[config.mk]
export PLATFORM = sky130hd
export DESIGN_NAME = uart_frame_rx
export DESIGN_NICKNAME = d
export VERILOG_FILES = /design/src/rtl/uart_rx_pkg.sv /design/src/rtl/uart_rx_sync.sv /design/src/rtl/uart_rx_linemon.sv /design/src/rtl/uart_rx_frame.sv /design/src/rtl/uart_frame_rx.sv
export SDC_FILE = /design/constraint.sdc
export NUM_CORES = 1
export LEC_CHECK = 0
export ABC_CLOCK_PERIOD_IN_PS = 23300
export BUFFER_PORTS_ARGS = -buffer_cell sky130_fd_sc_hd__buf_2
export CELL_PAD_IN_SITES_DETAIL_PLACEMENT = 0
export CELL_PAD_IN_SITES_GLOBAL_PLACEMENT = 1
export CORE_MARGIN = 1.5
export CORE_UTILIZATION = 45
export CTS_BUF_LIST = sky130_fd_sc_hd__clkbuf_8
export CTS_CLUSTER_DIAMETER = 40
export DETAILED_ROUTE_END_ITERATION = 10
export PLACE_DENSITY = 0.88
export SYNTH_ARGS = -nofsm -noshare
export SYNTH_HDL_FRONTEND = slang
export SYNTH_SLANG_ARGS = --single-unit
[constraint.sdc]
create_clock -name clk -period 23.3 [get_ports clk]
set_input_delay 2.33 -clock clk [delete_from_list [all_inputs] [get_ports clk]]
set_output_delay 2.33 -clock clk [all_outputs]
set_load 0.05 [all_outputs]
[src/rtl/uart_rx_pkg.sv]
package uart_rx_pkg;

    localparam int DMAX = 9;

    typedef enum logic [2:0] {
        PAR_NONE   = 3'd0,
        PAR_ODD    = 3'd1,
        PAR_EVEN   = 3'd2,
        PAR_ZERO   = 3'd3,
        PAR_ONE    = 3'd4,
        PAR_IGNORE = 3'd5
    } par_e;

    typedef enum logic [2:0] {
        ST_IDLE, ST_START, ST_DATA, ST_PAR, ST_STOP, ST_TAIL
    } st_e;

    typedef struct packed {
        logic [3:0] dbits;
        par_e       par;
        logic [1:0] stops;
        logic       msb;
    } fmt_t;

    function automatic fmt_t make_fmt(logic [3:0] db, logic [2:0] pm,
                                      logic [1:0] sb, logic msb);
        fmt_t f;
        f.dbits = (db < 4'd5) ? 4'd5 : ((db > 4'd9) ? 4'd9 : db);
        f.par   = (pm > 3'd5) ? PAR_NONE : par_e'(pm);
        f.stops = (sb == 2'd3) ? 2'd2 : sb;
        f.msb   = msb;
        return f;
    endfunction

    function automatic logic [3:0] slot_count(fmt_t f);
        return 4'd1 + f.dbits + ((f.par != PAR_NONE) ? 4'd1 : 4'd0)
               + {2'b00, f.stops};
    endfunction

    function automatic logic parity_good(par_e m, logic [DMAX-1:0] d, logic p);
        case (m)
            PAR_ODD:  return (^d ^ p) == 1'b1;
            PAR_EVEN: return (^d ^ p) == 1'b0;
            PAR_ZERO: return p == 1'b0;
            PAR_ONE:  return p == 1'b1;
            default:  return 1'b1;
        endcase
    endfunction

endpackage

[src/rtl/uart_rx_sync.sv]
module uart_rx_sync #(
    parameter int STAGES = 2
) (
    input  logic clk,
    input  logic rst,
    input  logic d,
    output logic q
);
    logic [STAGES-1:0] chain;

    always_ff @(posedge clk) begin
        if (rst) chain <= '0;
        else     chain <= {chain[STAGES-2:0], d};
    end

    assign q = chain[STAGES-1];
endmodule

[src/rtl/uart_rx_linemon.sv]
module uart_rx_linemon #(
    parameter int BRK_W = 20,
    parameter int FL_W  = 20
) (
    input  logic             clk,
    input  logic             rst,
    input  logic             lvl,
    input  logic             eng_idle,
    input  logic [FL_W-1:0]  flen,
    input  logic [BRK_W-1:0] brk_clks,
    output logic             brk_pulse,
    output logic             idle_pulse
);
    logic [BRK_W-1:0] low_cnt;
    logic [FL_W-1:0]  mark_cnt;
    logic             brk_hit, mark_run, idle_hit;

    assign brk_hit  = (brk_clks != '0) && !lvl && (low_cnt == brk_clks - 1'b1);
    assign mark_run = eng_idle && lvl;
    assign idle_hit = mark_run && (mark_cnt == flen - 1'b1);

    always_ff @(posedge clk) begin
        if (rst) begin
            low_cnt    <= '0;
            mark_cnt   <= '0;
            brk_pulse  <= 1'b0;
            idle_pulse <= 1'b0;
        end else begin
            if (lvl)                low_cnt <= '0;
            else if (low_cnt != '1) low_cnt <= low_cnt + 1'b1;
            if (!mark_run || idle_hit) mark_cnt <= '0;
            else                       mark_cnt <= mark_cnt + 1'b1;
            brk_pulse  <= brk_hit;
            idle_pulse <= idle_hit;
        end
    end

    assert_brk_single_R9: assert property (@(posedge clk) disable iff (rst)
        brk_pulse |=> !brk_pulse);
    assert_idle_only_idle_R10: assert property (@(posedge clk) disable iff (rst)
        idle_pulse |-> $past(eng_idle) && $past(lvl));
endmodule

[src/rtl/uart_rx_frame.sv]
module uart_rx_frame
    import uart_rx_pkg::*;
#(
    parameter int CPB_W = 16
) (
    input  logic             clk,
    input  logic             rst,
    input  logic             lvl,
    input  logic             abort,
    input  fmt_t             cfg_fmt,
    input  logic [CPB_W-1:0] cfg_bw,
    input  logic [6:0]       cfg_pct,
    output logic             eng_idle,
    output logic             o_valid,
    output logic [DMAX-1:0]  o_data,
    output logic             o_ferr,
    output logic             o_perr
);
    localparam int PW = CPB_W + 7;

    st_e              st, st_n;
    fmt_t             fmt_q;
    logic [CPB_W-1:0] bw_q, off_q, bitcnt, off_c;
    logic [3:0]       slot, idx, idx_n, bpos;
    logic [DMAX-1:0]  sh, sh_n;
    logic             pe_q, pe_n, fe_q, fe_n, lvl_d;
    logic             samp, wrap, endf, fin, bad_start;
    logic [6:0]       pct_eff;
    logic [PW-1:0]    prod;

    // sample offset inside a slot, rounded up
    always_comb begin
        pct_eff = (cfg_pct >= 7'd1 && cfg_pct <= 7'd99) ? cfg_pct : 7'd50;
        prod    = PW'(cfg_bw - 1'b1) * PW'(pct_eff) + PW'(99);
        off_c   = CPB_W'(prod / PW'(100));
    end

    assign samp = (st != ST_IDLE) && (st != ST_TAIL) && (bitcnt == off_q);
    assign wrap = (bitcnt == bw_q - 1'b1);
    assign endf = wrap && (slot == slot_count(fmt_q) - 4'd1);
    assign bpos = fmt_q.msb ? (fmt_q.dbits - 4'd1 - idx) : idx;
    assign eng_idle = (st == ST_IDLE);

    always_comb begin
        st_n = st; idx_n = idx; sh_n = sh; pe_n = pe_q; fe_n = fe_q;
        fin = 1'b0; bad_start = 1'b0;
        case (st)
            ST_IDLE: if (!lvl && lvl_d) st_n = ST_START;
            ST_START: if (samp) begin
                if (lvl) begin
                    bad_start = 1'b1;
                    st_n = ST_IDLE;
                end else begin
                    st_n = ST_DATA; idx_n = '0; sh_n = '0;
                    pe_n = 1'b0; fe_n = 1'b0;
                end
            end
            ST_DATA: if (samp) begin
                sh_n[bpos] = lvl;
                idx_n = idx + 4'd1;
                if (idx == fmt_q.dbits - 4'd1) begin
                    idx_n = '0;
                    if (fmt_q.par != PAR_NONE) st_n = ST_PAR;
                    else if (fmt_q.stops != 2'd0) st_n = ST_STOP;
                    else fin = 1'b1;
                end
            end
            ST_PAR: if (samp) begin
                pe_n = !parity_good(fmt_q.par, sh, lvl);
                if (fmt_q.stops != 2'd0) st_n = ST_STOP;
                else fin = 1'b1;
            end
            ST_STOP: if (samp) begin
                if (!lvl) fe_n = 1'b1;
                idx_n = idx + 4'd1;
                if (idx == {2'b00, fmt_q.stops} - 4'd1) fin = 1'b1;
            end
            ST_TAIL: if (endf) st_n = ST_IDLE;
            default: st_n = ST_IDLE;
        endcase
        if (fin) st_n = endf ? ST_IDLE : ST_TAIL;
        if (abort) begin
            st_n = ST_IDLE; fin = 1'b0; bad_start = 1'b0;
        end
    end

    always_ff @(posedge clk) begin
        if (rst) begin
            st <= ST_IDLE; fmt_q <= '0; bw_q <= '0; off_q <= '0;
            bitcnt <= '0; slot <= '0; idx <= '0; sh <= '0;
            pe_q <= 1'b0; fe_q <= 1'b0; lvl_d <= 1'b0;
            o_valid <= 1'b0; o_data <= '0; o_ferr <= 1'b0; o_perr <= 1'b0;
        end else begin
            lvl_d <= lvl;
            st    <= st_n;
            idx   <= idx_n;
            sh    <= sh_n;
            pe_q  <= pe_n;
            fe_q  <= fe_n;
            if (st == ST_IDLE) begin
                fmt_q  <= cfg_fmt;
                bw_q   <= cfg_bw;
                off_q  <= off_c;
                bitcnt <= CPB_W'(1);
                slot   <= '0;
            end else begin
                bitcnt <= wrap ? '0 : bitcnt + 1'b1;
                if (wrap) slot <= slot + 4'd1;
            end
            o_valid <= fin;
            o_ferr  <= fin ? fe_n : bad_start;
            o_perr  <= fin & pe_n;
            if (fin) o_data <= sh_n;
        end
    end

    assert_strobe_single_R7: assert property (@(posedge clk) disable iff (rst)
        o_valid |=> !o_valid);
    assert_perr_on_strobe_R5: assert property (@(posedge clk) disable iff (rst)
        o_perr |-> o_valid);
    assert_reject_from_start_R3: assert property (@(posedge clk) disable iff (rst)
        (o_ferr && !o_valid) |-> $past(st) == ST_START);
    assert_fmt_held_R11: assert property (@(posedge clk) disable iff (rst)
        (st != ST_IDLE && $past(st) != ST_IDLE) |-> $stable(fmt_q) && $stable(bw_q));
endmodule

[src/rtl/uart_frame_rx.sv]
module uart_frame_rx
    import uart_rx_pkg::*;
#(
    parameter int CPB_W       = 16,
    parameter int BRK_W       = 20,
    parameter int SYNC_STAGES = 2
) (
    input  logic             clk,
    input  logic             rst,
    input  logic             rx_line,
    input  logic             cfg_invert,
    input  logic [CPB_W-1:0] cfg_clks_per_bit,
    input  logic [3:0]       cfg_data_bits,
    input  logic [2:0]       cfg_parity,
    input  logic [1:0]       cfg_stop_bits,
    input  logic             cfg_msb_first,
    input  logic [6:0]       cfg_sample_pct,
    input  logic [BRK_W-1:0] cfg_break_clks,
    output logic             rx_valid,
    output logic [8:0]       rx_data,
    output logic             rx_frame_err,
    output logic             rx_parity_err,
    output logic             brk_pulse,
    output logic             idle_pulse
);
    localparam int FL_W = CPB_W + 4;

    logic             line_s, lvl, eng_idle;
    fmt_t             fmt_live;
    logic [CPB_W-1:0] bw_eff;
    logic [FL_W-1:0]  flen;

    assign lvl      = line_s ^ cfg_invert;
    assign fmt_live = make_fmt(cfg_data_bits, cfg_parity, cfg_stop_bits, cfg_msb_first);
    assign bw_eff   = (cfg_clks_per_bit < CPB_W'(4)) ? CPB_W'(4) : cfg_clks_per_bit;
    assign flen     = FL_W'(slot_count(fmt_live)) * FL_W'(bw_eff);

    uart_rx_sync #(.STAGES(SYNC_STAGES)) u_sync (
        .clk(clk), .rst(rst), .d(rx_line), .q(line_s)
    );

    uart_rx_linemon #(.BRK_W(BRK_W), .FL_W(FL_W)) u_mon (
        .clk(clk), .rst(rst), .lvl(lvl), .eng_idle(eng_idle), .flen(flen),
        .brk_clks(cfg_break_clks), .brk_pulse(brk_pulse), .idle_pulse(idle_pulse)
    );

    uart_rx_frame #(.CPB_W(CPB_W)) u_frame (
        .clk(clk), .rst(rst), .lvl(lvl), .abort(brk_pulse), .cfg_fmt(fmt_live),
        .cfg_bw(bw_eff), .cfg_pct(cfg_sample_pct), .eng_idle(eng_idle),
        .o_valid(rx_valid), .o_data(rx_data), .o_ferr(rx_frame_err),
        .o_perr(rx_parity_err)
    );
endmodule

---- After elaboration in Yosys (flattened, before gate mapping) ----
Index checks and enable logic that the tools add are counted.
cells by class
  eq/ne operators ......................... 30
  bitwise operators ....................... 5
  divide/modulo/power cells ............... 1
  $mul .................................... 2
  reductions and logical operators ........ 29
  multiplexer cells ....................... 62
  magnitude comparators ................... 8
  $add $sub $neg .......................... 20
  shift-type cells ........................ 0
operator list
  operator                                               count
  adder 20 x 1 -> 20 bit, second input constant          2
  equality test 20 bit                                   2
  subtractor 20 x 1 -> 20 bit, second input constant     2
  2-to-1 mux 3 bit                                       11
  equality test 16 bit                                   2
  2-to-1 mux 4 bit                                       8
  2-to-1 mux 1 bit                                       27
  2-to-1 mux 9 bit                                       3
  adder 23 x 7 -> 23 bit, second input constant          1
  divider 23 x 7 -> 23 bit, second input constant        1
  multiplier 23 x 7 -> 23 bit                            1
  multiplier 4 x 16 -> 20 bit                            1
  inequality test 20 bit, second input constant          1
  nonzero test 20 bit                                    1
  inequality test 3 x 1 -> 1 bit, second input constant  6
  case mux 3 bit (6 select lines)                        1
  case mux 9 bit (2 select lines)                        1
  subtractor 16 x 1 -> 17 bit, second input constant     1
  adder 16 x 1 -> 16 bit, second input constant          1
  < comparator 16 x 3 -> 1 bit, second input constant    1
  2-to-1 mux 16 bit                                      1
  subtractor 16 x 1 -> 16 bit, second input constant     1
  equality test 3 x 2 -> 1 bit, second input constant    4
  equality test 4 bit                                    3
  other kinds (43)                                       74
word-level totals
  memories ................................ 0
  latch bits .............................. 0
  RAM bits ................................ 0
  flip-flop bits (word level) ............. 137
  logic and storage cells ................. 181
  bits in read-only memories .............. 0
  output and inout port bits .............. 14

---- Longest topological paths before layout ----
Gate-level depths: netlist of run 1.
  word-level depth ........................ 12
  gate-level depth with buffers ........... 67
  depth with buffers taken out ............ 58

---- Hierarchy ----
A second synthesis of run 1 with hierarchy kept.
unflattened totals
  cell total of the unflattened synthesis .. 2554
  area, all modules ....................... 19404.9 µm²
modules (own cells, without submodules)
  module           instances  cells each  area an instance (µm²)  seq. area each (µm²)
  uart_rx_frame    1          1839        13860.8                 1861.8
  uart_rx_linemon  1          406         3215.6                  840.8
  uart_frame_rx    1          305         2275.9                  0.0
  uart_rx_sync     1          4           52.6                    40.0

---- Least setup slack after synthesis of run 1 ----
Ideal clock, no wire load.
  path type ............................... input-to-reg
  start point ............................. input port cfg_clks_per_bit[8]
  end point ............................... register u_frame.off_q[0]
  data arrival time ....................... 17.394 ns
  library setup time ...................... 0.131 ns
  slack ................................... 5.775 ns
  path buffers ............................ 7
  stages .................................. 64
  cells stage by stage .................... clkbuf_1 -> or3_1 -> or4_1 -> nor2_1 -> nand3_1 -> and2_1 -> clkbuf_1 -> inv_1 -> ha_1 -> nand2b_1 -> nor2_1 -> nand2_1 -> xor2_1 -> nor2_1 -> fa_1 -> fa_1 -> fa_1 -> inv_1 -> (+28 left out) -> a311o_1 -> buf_4 -> a2111oi_2 -> o31ai_2 -> nand2_1 -> mux2i_1 -> o211ai_2 -> a211o_1 -> and2_1 -> mux2_4 -> or4b_1 -> and2_1 -> buf_6 -> o2111a_2 -> a21boi_1 -> o221a_1 -> a2111oi_2 -> a211oi_1
on the way
  longest elaborated chain between the ends .. 6
ends and longest elaborated chain
  item                             RTL line              RTL
  start, declared                  uart_frame_rx.sv:12   input logic [CPB_W-1:0] cfg_clks_per_bit,
  < comparator 16 x 3 -> 1 bit     uart_frame_rx.sv:35   assign bw_eff = (cfg_clks_per_bit < CPB_W'(4)) ? CPB_W'(4) : cfg_clks_per_bit;
  2-to-1 mux 16 bit (*)            uart_frame_rx.sv:35
  subtractor 16 x 1 -> 17 bit (*)  uart_rx_frame.sv:34   prod = PW'(cfg_bw - 1'b1) * PW'(pct_eff) + PW'(99);
  multiplier 23 x 7 -> 23 bit (*)  uart_rx_frame.sv:34
  adder 23 x 7 -> 23 bit (*)       uart_rx_frame.sv:34
  divider 23 x 7 -> 23 bit (*)     uart_rx_frame.sv:35   off_c = CPB_W'(prod / PW'(100));
  end signal, assigned             uart_rx_frame.sv:89   st <= ST_IDLE; fmt_q <= '0; bw_q <= '0; off_q <= '0;
  end signal, assigned             uart_rx_frame.sv:103  off_q <= off_c;
  end, declared                    uart_rx_frame.sv:23   logic [CPB_W-1:0] bw_q, off_q, bitcnt, off_c;
Mark *: on every way between the ends. The rest lies on a longest branch, timed or not.
A chain may end at the register's enable or synchronous reset.

---- Worst setup path after layout of run 1 ----
Same ends and word-level chain as after synthesis.

==> impl_results.md, run 1 <==
- Synth Flop Type: dfxtp_1
- Final #Nets: 2668
- Gpl congestion: roughly 0.9
- CTS resizes: 0
- Kind of critical path: input port to flop
- Flops & latches, synth: roughly 140
- Vias in the first global route: approximately 16000
- Initial antenna violation count: 0
- Compound-Gate Fraction of Synth Area: 22.5%
- Design Area, Final: 0.0195 sq mm
- Skew-Pair Late Insertion Delay: 0.49 ns
- Initial Utilization: 46.0%
- Detailed Route Iter0 Violations: around 1200
- Root buf cell: clkbuf_8
- Slew margin rel.: 10.6%
- DRC: 0
- TritonCTS clock tree: yes
- Outcome: finished clean
- Final hold violations: 0
- Post-synth ARST share: 0%
- Hold/Removal Path Class: flop to flop
- Minimum clock period: between 15 and 20 ns
- Worst Path Max Fanout: 19
- First-pass GRT wire length: between 70000 and 80000 microns
- Portion of netlist area occupied by mux cells: 1.57%
- DR WL/cell: 16.2 microns
- Final WS setup: around 3.4 ns
- Core area: around 0.04 sq mm
- Routed vias/inst: roughly 5.8
- Synth warnings: 0
- DP Wirelength: 37300 microns
- Boundary pin count: 71
- Die ar.: 0.0421 sq mm
- Row count: 73
- Critical-path top delay cell: a211oi_1
- Most frequent cells in the layout: nor2_1 (304), nand2_1 (219), inv_1 (167), xnor2_1 (152), dfxtp_1 (137)
- Setup TNS Final: 0 ns
- Number of setup buffers added after CTS: 0
- CP arrival: slightly above 20 ns
- Clock skew: between 0.01 and 0.015 ns
- Synth Area in XOR/XNOR: approximately 12%
- Max_cap viols: 0
- RSZ-0062 raised after global routing: false
- Routed Wire Length: around 47000 microns
- Die width: a little over 200 microns
- Largest stage delay on the critical path: around 0.97 ns
- P&R area growth vs syn: 5.82%
- Largest net degree at the start of global routing: 80
- Post-synthesis sequential area ratio: 14.9%
- Pre-CTS setup slack: ~3.2 ns
- Vias: approximately 17000
- Average size of a mapped cell: 7.73 sq um
- Critical path endpoint category: flop
- Number of CTS-inserted buffers: 17
- Final max-slew violation count: 0
- TritonCTS Sinks: around 140
- Hold WS: 0.455 ns
- Adder-Cell Fraction of Synth Area: 20.4%
- Number of library cell types mapped by synthesis: between 100 and 150
- Main combinational cell family by area after synthesis: simple AND/OR/NAND/NOR gates
- Total GRT Usage: between 20% and 30%
- Fin crit share: around 86%
- Max Freq: 0.0502 GHz
- Critical Path RT: around 24 ns
- Grt total ovfl: 0
- Netlist Area Pre-Place: between 0.015 and 0.02 sq mm
- Hold Buf Count CTS: 0
- Post-Synth Simple-Gate Area: a little under a quarter
- Die H: 205 microns
- EDFF count, synth: 0
- Placed instance area: 0.0191 sq mm
- H-tree Lvls: 4
- Cells after Synth: 2380
- Commonest non-fill, non-tap cell in the layout: nor2_1
- Worst Setup Start Kind: input port
- Setup-failing EPs final: 0
- Slew @ Worst Pin: about 1.3 ns
- DRT Pass-1 Iters: 5
- Post-route ant nets: 0
- CTS Buffer Depth: 2
- Ratio of cells with drive above 1 in the final layout: 7.80%
- IO Port Bufs: 70
- Clock slew at reported path FFs: 0.10 ns
- Most common cell on crit path: nor2_1
## synth_stat cells (11+ instances only)
| cell type | n | share of area, % |
|---|---|---|
| nand3_1 | 73 | 2.0 |
| dfxtp_1 | 137 | 15 |
| xor2_1 | 88 | 4.2 |
| nor4_1 | 27 | 0.92 |
| a311oi_1 | 11 | 0.52 |
| buf_2 | 20 | 0.54 |
| o22ai_1 | 14 | 0.48 |
| o21a_1 | 13 | 0.53 |
| o21ai_1 | 13 | 0.35 |
| mux2i_1 | 16 | 0.87 |
| or3_1 | 22 | 0.75 |
| xnor2_1 | 152 | 7.2 |
| ha_1 | 107 | 7.3 |
| and3_1 | 23 | 0.78 |
| or2_2 | 14 | 0.48 |
| fa_1 | 120 | 13 |
| and2_1 | 36 | 1.2 |
| inv_1 | 167 | 3.4 |
| clkbuf_1 | 81 | 1.7 |
| o211ai_1 | 18 | 0.73 |
| o21ai_0 | 75 | 2.0 |
| a21o_1 | 62 | 2.5 |
| a21oi_1 | 122 | 3.3 |
| nand2_1 | 219 | 4.5 |
| a211oi_1 | 42 | 1.7 |
| nor2_1 | 304 | 6.2 |
| nand2b_1 | 18 | 0.61 |
| nor2b_1 | 34 | 1.2 |
| nand4_1 | 26 | 0.88 |
| nor3_1 | 63 | 1.7 |
| a31oi_1 | 26 | 0.88 |
## worst paths after layout
kind,from,to,slack (ns),depth (start not counted)
worst max-delay path,cfg_clks_per_bit[8],u_frame.off_q[0],3.38,57
worst min-delay path,u_sync.chain[0],u_sync.chain[1],0.45,1
worst max register to register,u_frame.bw_q[0],u_frame.st[2],19.15,20
worst min register to register,u_sync.chain[0],u_sync.chain[1],0.45,1
## stage by stage
step | util, % | cells
2_1_floorplan | - | 2392
3_3_place_gp | 47.7 | 2890
3_5_place_dp | 47.7 | 2890
4_1_cts | 48.6 | 2922
5_1_grt | 48.6 | 2922
6_report | 48.6 | 2923
## sequential cells by signal, indices dropped and copies added, names as in the netlist
signal	count
u_mon.low_cnt	20
u_mon.mark_cnt	20
u_frame.bitcnt	16
u_frame.bw_q	16
u_frame.off_q	16
u_frame.fmt_q	10
u_frame.o_data	9
u_frame.sh	9
u_frame.idx	4
u_frame.slot	4
u_frame.st	3
u_sync.chain	2
u_frame.fe_q	1
u_frame.lvl_d	1
u_frame.o_ferr	1
u_frame.o_perr	1
u_frame.o_valid	1
u_frame.pe_q	1
u_mon.brk_pulse	1
u_mon.idle_pulse	1
## area by class of cell
class | instances | area (sq um)
Timing Repair Buffer | 80 | 425
Fill cell | 3863 | 20500
Inverter | 167 | 627
Multi-Input combinational cell | 1981 | 14600
Tap cell | 525 | 657
Sequential cell | 137 | 2740
Antenna cell | 1 | 2.50
Clock buffer | 17 | 234
Clock inverter | 15 | 154
## critical path, delay by kind of cell
kind	cells	cell delay, ns
compound gates	28	8.93
simple gates	15	4.25
fa+ha+maj	6	2.78
mux	2	0.93
xor+xnor	2	0.68
buf+inv	4	0.39
## layer usage
| metal | global-route usage, % | up-vias | share of wire (%) |
|---|---|---|---|
| li1 | - | 8348 | - |
| met1 | 29.7 | 8134 | 46 |
| met2 | 39.8 | 453 | 48 |
| met3 | 2.34 | 76 | 4.0 |
| met4 | 6.26 | 0 | 1.7 |
| met5 | 0 | - | 0 |
## cell families after synthesis
| logic type | Yosys count |
|---|---|
| and+or+nand+nor | 903 |
| AOI/OAI and AO/OA | 568 |
| buffers and inverters | 274 |
| xor gates and xnor gates | 241 |
| adders and majority gates | 228 |
| DFF | 137 |
| muxes | 27 |
| other | 2 |
Power of run 1 is not shown: default switching activity piles up to over one toggle a cycle in this logic, so the estimate is an artifact.
==> inputs of run 2 (changes only) <==
- CORE_UTILIZATION: 45 -> 30
- PLACE_DENSITY: 0.88 -> 0.66
==> run 2 against run 1 <==
- sequential share of layout area down 0.26 points
- non-clock buffer count increased by 2
- utilization decreased by 16 points
- clock skew rose by 0.0063 ns
- sequential cell count stayed put
- highest routed layer unchanged
==> impl_results.md, run 2 (synthesis gave the netlist of run 1 again) <==
- Outcome: finished clean
- Hold path start: u_sync.chain[0]
- Die H: ~250 microns
- IO Port Bufs: 70
- Final WS setup: 3.38 ns
- Worst Setup Start Kind: input port
- R2r startpoint: u_frame.bw_q[0]
- CTS Buffer Depth: 2
- Die width: approximately 250 microns
- Clock slew at reported path FFs: 0.09 ns
- Setup-failing EPs final: 0
- CTS resizes: 0
- Gpl congestion: 0.871
- Fin crit share: 85.5%
- Commonest non-fill, non-tap cell in the layout: nor2_1
- Pre-CTS setup slack: around 3.1 ns
- Reg2reg end: u_frame.st[2]
- Reg2reg setup slack: ~19 ns
- Initial antenna violation count: 1
- Max Freq: ~0.05 GHz
- TritonCTS Sinks: between 100 and 150
- R2R depth: 20
- CP arrival: between 20 and 25 ns
- DRC: 0
- Largest net degree at the start of global routing: 78
- Boundary pin count: between 70 and 80
- P&R area growth vs syn: 7.83%
- Hold Buf Count CTS: 0
- Number of CTS-inserted buffers: 17
- H-tree Lvls: 4
- Row count: 90
- Initial Utilization: roughly 30%
- DR WL/cell: roughly 16 microns
- Die ar.: around 0.063 sq mm
- Number of setup buffers added after CTS: 0
- Critical path endpoint category: flop
- Setup TNS Final: 0 ns
- Minimum clock period: around 20 ns
- Vias: between 15000 and 20000
- Routed vias/inst: between 5 and 6
- Skew-Pair Late Insertion Delay: roughly 0.5 ns
- Core area: around 0.060 sq mm
- Max_cap viols: 0
- DP Wirelength: between 40000 and 50000 microns
- Ratio of cells with drive above 1 in the final layout: 7.84%
- DRT Pass-1 Iters: 7
- Critical Path RT: ~24 ns
- Grt total ovfl: 0
- Hold/Removal Path Class: flop to flop
- Root buf cell: clkbuf_8
- Post-route ant nets: 0
- TritonCTS clock tree: yes
- Hold WS: between 0.4 and 0.5 ns
- Most common cell on crit path: nor2_1
- Routed Wire Length: about 52000 microns
- Slew @ Worst Pin: 1.20 ns
- Detailed Route Iter0 Violations: approximately 1200
- Worst Setup EP: u_frame.off_q[0]
- Largest stage delay on the critical path: 0.98 ns
- Vias in the first global route: ~17000
- Kind of critical path: input port to flop
- First-pass GRT wire length: 86800 microns
- Largest registers: u_mon.low_cnt: 20 flops, u_mon.mark_cnt: 20 flops
- Final Util: 32.8%
- RSZ-0062 raised after global routing: false
- Clock skew: around 0.018 ns
- Final hold violations: 0
- Most frequent cells in the layout: nor2_1 (304), nand2_1 (219), inv_1 (167), xnor2_1 (152), dfxtp_1 (137)
- Critical Path Source: cfg_clks_per_bit[10]
- Worst Path Max Fanout: 19
- Final max-slew violation count: 0
- Final #Nets: about 2700
- Slew margin rel.: roughly a fifth
- Total GRT Usage: 16.8%
- Critical-path top delay cell: a211oi_1
==> run 2: cell count changes in the layout (fill, tap and decap cells not counted), sizes merged <==
cell / before / now
bufinv: 0 / 3
buf: 80 / 82
clkinv: 6 / 3
inv: 175 / 173
clkinvlp: 1 / 2
==> run 2: cell type report <==
cell class	count	area, sq um
fillers	6411	40600
multi-input cells	1981	14600
flip-flops and latches	137	2740
well taps	782	978
inverters	167	627
repair buffers	82	440
clock buffers	17	234
clock inverters	14	188
diodes	1	2.50
==> run 2: worst min path at each step <==
stage | end | cells past startpoint
final | u_sync.chain[1] | 1
after global routing | u_sync.chain[1] | 1
after CTS | u_sync.chain[1] | 1
after detailed placement | u_sync.chain[1] | 1
after global placement | u_sync.chain[1] | 1
after floorplan | u_sync.chain[1] | 1
==> run 2: worst max-delay path: cells and delay by family <==
kind | cells | cell delay, ns
AOI/OAI and AO/OA | 26 | 8.30
and+or+nand+nor | 18 | 4.89
adders and majority gates | 6 | 2.74
muxes | 2 | 0.86
xor gates and xnor gates | 2 | 0.73
buffers and inverters | 4 | 0.42
==> run 2: per-stage QoR <==
step / instance area, sq um / cells
after floorplan: 18400 / 2392
after global placement: 19400 / 3149
after detailed placement: 19400 / 3149
after CTS: 19800 / 3180
after global routing: 19800 / 3181
final: 19800 / 3181
==> run 2: per-layer routing <==
metal  track usage [%]  share of wire, %  vias to the layer above
li1                  -                 -                     8347
met1              21.3                45                     8313
met2              29.7                50                      356
met3              2.15               3.7                       52
met4              4.31               1.7                        0
met5                 0                 0                        -
Power of run 2 is left out for the same reason.
